==> src/rtl/vecarb_pkg.sv <==
// Package: shared constants and the fixed source-to-group map of the
// exception vector arbiter. Assumes the hardware vector order is fixed.
package vecarb_pkg;

    localparam int NSRC       = 19;  // hardware sources, vectors 0x00..0x24
    localparam int FIRST_MASK = 3;   // first maskable source index
    localparam int NMASK      = NSRC - FIRST_MASK;
    localparam int NGRP       = 7;
    localparam int IDX_W      = $clog2(NSRC);

    // Group number of a maskable source index (unused for indices below 3).
    function automatic int grp_of(input int idx);
        if (idx <= 4)       return 0;  // programmable timers
        else if (idx == 5)  return 1;  // K1x inputs
        else if (idx <= 7)  return 2;  // K0x inputs
        else if (idx <= 10) return 3;  // serial
        else if (idx <= 13) return 4;  // stopwatch
        else if (idx <= 17) return 5;  // clock timer
        else                return 6;  // ADC
    endfunction

endpackage

==> src/rtl/vecarb_flags.sv <==
// Module: sticky pending flags. A request sets a flag; acknowledge or
// clear strobes reset it; set wins over clear in the same cycle.
// Exposes the next-state flags so arbitration sees this edge's changes.
module vecarb_flags #(
    parameter int N = 19
) (
    input  logic         clk,
    input  logic         rst_n,
    input  logic [N-1:0] req,
    input  logic [N-1:0] flag_clr,
    input  logic [N-1:0] ack_hit,
    output logic [N-1:0] flag_nxt
);
    logic [N-1:0] flag_q;

    // Next-state of the flags: keep, drop cleared ones, add new requests.
    always_comb flag_nxt = (flag_q & ~flag_clr & ~ack_hit) | req;

    // Flag register with synchronous reset.
    always_ff @(posedge clk) begin
        if (!rst_n) flag_q <= '0;
        else        flag_q <= flag_nxt;
    end
endmodule

==> src/rtl/vecarb_pick.sv <==
// Module: combinational two-stage picker. Gives every source a rank
// (0 = not competing), then takes the highest rank with the lowest index.
// Assumes cpu_mask and grp_lvl are the same width.
module vecarb_pick
    import vecarb_pkg::*;
#(
    parameter int LVL_W = 2
) (
    input  logic [NSRC-1:0]       pend,
    input  logic [NMASK-1:0]      irq_en,
    input  logic [NGRP*LVL_W-1:0] grp_lvl,
    input  logic [LVL_W-1:0]      cpu_mask,
    output logic                  any,
    output logic [IDX_W-1:0]      win_idx
);
    localparam int RANK_W = LVL_W + 1;
    localparam logic [RANK_W-1:0] NMI_RANK = RANK_W'(1 << LVL_W);
    localparam logic [RANK_W-1:0] TOP_RANK = RANK_W'((1 << LVL_W) + 1);

    logic [RANK_W-1:0] rank [NSRC];

    for (genvar i = 0; i < NSRC; i++) begin : g_rank
        if (i < 2) begin : g_top
            // Reset and zero divide: unconditional top rank.
            assign rank[i] = pend[i] ? TOP_RANK : '0;
        end else if (i == 2) begin : g_nmi
            // Watchdog: non-maskable, just above every programmable level.
            assign rank[i] = pend[i] ? NMI_RANK : '0;
        end else begin : g_mask
            localparam int G = grp_of(i);
            logic [LVL_W-1:0] lvl;
            assign lvl = grp_lvl[G*LVL_W +: LVL_W];
            // Maskable: enabled and group level above the CPU mask.
            assign rank[i] = (pend[i] && irq_en[i-FIRST_MASK] && (lvl > cpu_mask))
                             ? {1'b0, lvl} : '0;
        end
    end

    // Highest rank wins; scanning downward with >= favours lower indices.
    always_comb begin
        logic [RANK_W-1:0] best;
        best    = '0;
        any     = 1'b0;
        win_idx = '0;
        for (int i = NSRC - 1; i >= 0; i--) begin
            if (rank[i] != '0 && rank[i] >= best) begin
                best    = rank[i];
                win_idx = IDX_W'(i);
                any     = 1'b1;
            end
        end
    end
endmodule

==> src/rtl/vec_arbiter.sv <==
// Module: exception vector priority arbiter top. Latches requests,
// arbitrates on next-state flags and registers the winning even vector.
// Assumes ack is only meaningful while vec_valid is high.
module vec_arbiter
    import vecarb_pkg::*;
#(
    parameter int LVL_W = 2,
    parameter int VEC_W = 8
) (
    input  logic                  clk,
    input  logic                  rst_n,
    input  logic [NSRC-1:0]       req,
    input  logic [NSRC-1:0]       flag_clr,
    input  logic [NMASK-1:0]      irq_en,
    input  logic [NGRP*LVL_W-1:0] grp_lvl,
    input  logic [LVL_W-1:0]      cpu_mask,
    input  logic                  ack,
    output logic                  vec_valid,
    output logic [VEC_W-1:0]      vec_addr
);
    logic [NSRC-1:0]  ack_hit;
    logic [NSRC-1:0]  pend;
    logic             any;
    logic [IDX_W-1:0] win_idx;
    logic [IDX_W-1:0] idx_q;

    // Acknowledge targets only the source currently presented.
    always_comb ack_hit = (ack && vec_valid) ? (NSRC'(1) << idx_q) : '0;

    vecarb_flags #(.N(NSRC)) u_flags (
        .clk      (clk),
        .rst_n    (rst_n),
        .req      (req),
        .flag_clr (flag_clr),
        .ack_hit  (ack_hit),
        .flag_nxt (pend)
    );

    vecarb_pick #(.LVL_W(LVL_W)) u_pick (
        .pend     (pend),
        .irq_en   (irq_en),
        .grp_lvl  (grp_lvl),
        .cpu_mask (cpu_mask),
        .any      (any),
        .win_idx  (win_idx)
    );

    // Output register: winner index and valid, zero when idle.
    always_ff @(posedge clk) begin
        if (!rst_n) begin
            vec_valid <= 1'b0;
            idx_q     <= '0;
        end else begin
            vec_valid <= any;
            idx_q     <= any ? win_idx : '0;
        end
    end

    assign vec_addr = {{(VEC_W-IDX_W-1){1'b0}}, idx_q, 1'b0};
endmodule

==> config.mk <==
export PLATFORM = sky130hd
export DESIGN_NAME = vec_arbiter
export DESIGN_NICKNAME = d
export VERILOG_FILES = /design/src/rtl/vecarb_pkg.sv /design/src/rtl/vecarb_flags.sv /design/src/rtl/vecarb_pick.sv /design/src/rtl/vec_arbiter.sv
export SDC_FILE = /design/constraint.sdc
export NUM_CORES = 1
export LEC_CHECK = 0
export ABC_AREA = 1
export CORE_MARGIN = 2
export CORE_UTILIZATION = 55
export DETAILED_ROUTE_END_ITERATION = 10
export DONT_BUFFER_PORTS = 1
export PLACE_DENSITY_LB_ADDON = 0.2
export REMOVE_ABC_BUFFERS = 1
export SKIP_CTS_REPAIR_TIMING = 1
export SYNTH_ARGS = -nofsm -noshare
export SYNTH_HDL_FRONTEND = slang
export SYNTH_SLANG_ARGS = --single-unit
==> constraint.sdc <==
create_clock -name clk -period 34.1 [get_ports clk]
set_input_delay 8.525 -clock clk [delete_from_list [all_inputs] [get_ports clk]]
set_output_delay 8.525 -clock clk [all_outputs]
set_load 0.1 [all_outputs]
==> metrics.md <==
| Metric | Value |
|---|---|
| Number of diodes added for antenna fixing | `0` |
| Number of maximum-capacitance constraint violations | `0` |
| Main combinational cell family by area after synthesis | `simple AND/OR/NAND/NOR gates` |
| Cells after DPL | `~650` |
| Achievable clock frequency | `39.40 MHz` |
| Die extent in y | `approximately 84 um` |
| Horizontal extent of the die | `approximately 84 um` |
| Post-synthesis share of cell area spent on full adders, half adders and majority gates | `between 10% and 20%` |
| Post-route insts no fill | `652` |
| Peak ir drop on the vdd network | `roughly 0.000021 V` |
| Count of endpoints failing setup in the final report | `0` |
| Cell area after synthesis | `~3500 um2` |
| Count of yosys warnings during synthesis | `0` |
| Number of endpoints with negative hold slack in the final report | `0` |
| Flip-flop and latch count after synthesis | `25` |
| Number of pins with negative max-slew slack in the final report | `0` |
| Most area-consuming cells after synthesis | `sky130_fd_sc_hd__ha_1 16%, sky130_fd_sc_hd__dfxtp_1 14%, sky130_fd_sc_hd__inv_1 14%` |
| Outcome | `finished, final reports clean` |
| Ys async rst share | `0%` |
| Number of enable flip-flop cells after synthesis | `0` |
| Placer's final routability congestion estimate | `0.8908` |
| Drt pass-1 iters | `5` |
| Most repeated cell in the gate-level netlist after synthesis | `sky130_fd_sc_hd__inv_1` |
| Net count reported at finish | `695` |
| Most area-hungry cell type in the Yosys netlist | `sky130_fd_sc_hd__ha_1` |
| Setup Skew | `about 0.0065 ns` |
| Maximum fanout encountered on the critical timing path | `7` |
| CP Data Required Time | `between 30 and 40 ns` |
| Sinks on Clock Net | `25` |
| Syn Inst Count | `about 570` |
| Area Growth Syn to Fin | `3.511%` |
| Critical Path AT | `around 26 ns` |
| Clock transition at the registers of the reported paths | `approximately 0.12 ns` |
| Layout cell share with drive strength beyond 1 | `approximately 15%` |
| CTS Buf Count | `3` |
| Insertion delay of the later-clocked pin in the worst-skew pair | `~0.3 ns` |
| Final Cell Area | `between 3000 and 4000 um2` |
| Iteration-0 DRC Markers | `roughly 100` |
| Multiplexer share of the synthesized area | `0%` |
| Overall power | `around 0.14 mW` |
| Number of buffer cells added on primary ports | `0` |
| Slowest stage cell on the critical path | `sky130_fd_sc_hd__o21ai_1` |
| Clock root buffer | `sky130_fd_sc_hd__clkbuf_8` |
| Floorplan core area | `between 6000 and 7000 um2` |
| Grt total ovfl | `0` |
| Count of distinct cell types in the synthesized netlist | `42` |
| Path type of the worst setup path | `in2reg` |
| Number of global-route vias before repair | `3043` |
| Fin Setup TNS | `0 ns` |
| Number of remaining DRC errors | `0` |
| Average instance area after synthesis | `around 6.1 um2` |
| Part of the cycle the worst path needs | `between 70% and 80%` |
| Row cnt | `29` |
| Vias after detailed routing | `3355` |
| Global-route wire length before repair | `roughly 13 mm` |
| Simple-gate share of the synthesized area | `about two fifths` |
| Most common flop cell mapped by yosys | `sky130_fd_sc_hd__dfxtp_1` |
| Number of placed I/O pins | `~80` |
| Library cell appearing most often on the critical path | `sky130_fd_sc_hd__inv_1` |
| Initial core utilization | `a little under three fifths` |
| Vias per cell | `around 5` |
| Sum of net half-perimeters after detailed placement | `approximately 6.8 mm` |
| Slew Limit Headroom | `about a fifth` |
| Minimum hold slack | `around 0.5 ns` |
| Static leakage | `roughly 2 nW` |
| Largest net degree at the start of global routing | `21` |
| Sort of element at the end of the critical path | `flop` |
| Total wire length | `between 7 and 8 mm` |
| Post-Synth XOR/XNOR Area | `0%` |
| Initial antenna violation count | `0` |
| Worst Setup Start Kind | `input pin` |
| Worst-margin pin slew | `1.192 ns` |
| Routed Antenna Nets | `0` |
| Sequential fraction of the synthesis area | `about 14%` |
| DIE AREA | `7072 um2` |
| Final Critical Period | `25.38 ns` |
| Pwr Density | `37.24 nW/um2` |
| List of most frequent post-synthesis cells | `131 x sky130_fd_sc_hd__inv_1, 99 x sky130_fd_sc_hd__nand2_1, 87 x sky130_fd_sc_hd__nor2_1` |
| Maximum level of the CTS H-tree | `1` |
| Hold Crit Class | `reg2reg` |
| Maximum clock insertion buffer count | `2` |
| Synth Area in Compound Gates | `13.69%` |
| Largest stage delay, worst path | `roughly 0.35 ns` |
| Area share of the leading cell type in the synthesized netlist | `~16%` |
| Total cell area at the placement stage | `3602 um2` |
| Overall Global Routing Usage | `22.40%` |
| CTS tree | `done` |
| WL per Instance | `12.17 um` |
| RSZ-0062 raised after global routing | `no` |
worst max-delay path, delay by kind of cell:
kind                       cells  cell delay [ns]
buffers and inverters         33             2.63
adders and majority gates     17             4.69
and+or+nand+nor               52             4.27
AOI/OAI and AO/OA             32             5.44
where the power goes:
group,internal [mW],leakage (nW),switching [mW]
clock,0.00867,0.0261,0.0132
combinational,0.0287,1.76,0.0492
sequential,0.0312,0.208,0.00503
cell type report:
class                           instances  area [um2]
Fill cell                             615        2625
Multi-Input combinational cell        391        2416
Inverter                              153       574.3
Sequential cell                        25       500.5
Tap cell                               77       96.34
Clock buffer                            3       41.29
Timing Repair Buffer                    2       15.01
Clock inverter                          1       8.758
metrics by stage:
stage | utilization, % | worst slack, ns
after detailed placement | 57.38 | 8.450
after global routing | 58.18 | 6.594
after floorplan | - | 10.34
final | 58.18 | 8.720
after global placement | 57.38 | 8.925
after CTS | 58.18 | 8.695
path summary, 6_finish.rpt:
kind | depth (start not counted) | from | to | slack [ns]
worst min register to register | 2 | u_flags.flag_q[15] | u_flags.flag_q[15] | 0.51
worst min-delay path | 2 | u_flags.flag_q[15] | u_flags.flag_q[15] | 0.51
worst max register to register | 133 | idx_q[0] | idx_q[0] | 16.37
worst max-delay path | 134 | cpu_mask[1] | idx_q[0] | 8.72
layer usage:
metal	track usage, %	wire (um)	vias up
li1	-	-	1791
met1	27.50	3626	1507
met2	41.27	3956	52
met3	2.868	282	5
met4	4.839	72	0
met5	0	0	-
layout by cell type (no fill, tap or decap), types with 2 or more instances in the layout:
cell                        netlist  layout
sky130_fd_sc_hd__inv_1          131     131
sky130_fd_sc_hd__nand2_1         99      99
sky130_fd_sc_hd__nor2_1          87      87
sky130_fd_sc_hd__ha_1            46      46
sky130_fd_sc_hd__dfxtp_1         25      25
sky130_fd_sc_hd__a21oi_1         23      23
sky130_fd_sc_hd__nand3_2         21      21
sky130_fd_sc_hd__inv_2           20      20
sky130_fd_sc_hd__nand3_1         13      13
sky130_fd_sc_hd__nand2_2         13      13
sky130_fd_sc_hd__a31oi_1         11      11
sky130_fd_sc_hd__o21ai_0         10      10
sky130_fd_sc_hd__a211oi_1         9       9
sky130_fd_sc_hd__nand4_1          7       7
sky130_fd_sc_hd__nor2_2           7       7
sky130_fd_sc_hd__nand3b_1         6       6
sky130_fd_sc_hd__nor3_1           6       6
sky130_fd_sc_hd__o21ai_2          3       3
sky130_fd_sc_hd__a21oi_2          3       3
sky130_fd_sc_hd__nor3b_1          3       3
sky130_fd_sc_hd__conb_1           1       3
sky130_fd_sc_hd__clkbuf_8         0       3
sky130_fd_sc_hd__nor3_2           2       2
sky130_fd_sc_hd__o2111ai_1        2       2
sky130_fd_sc_hd__clkinv_1         2       2
sky130_fd_sc_hd__nand4_2          2       2
sky130_fd_sc_hd__a31o_1           2       2
sky130_fd_sc_hd__buf_4            3       2
registers in the layout (all words and copies together), names as in the netlist:
register        flops
u_flags.flag_q     19
vec_valid           1
idx_q               5
kinds of logic after synthesis:
group | after synthesis
AO/OA/AOI/OAI | 71
buffers and inverters | 160
adder cells (fa/ha/maj) | 46
flip-flops | 25
other | 1
AND/OR/NAND/NOR | 271
(Power assumes the default switching activity.)
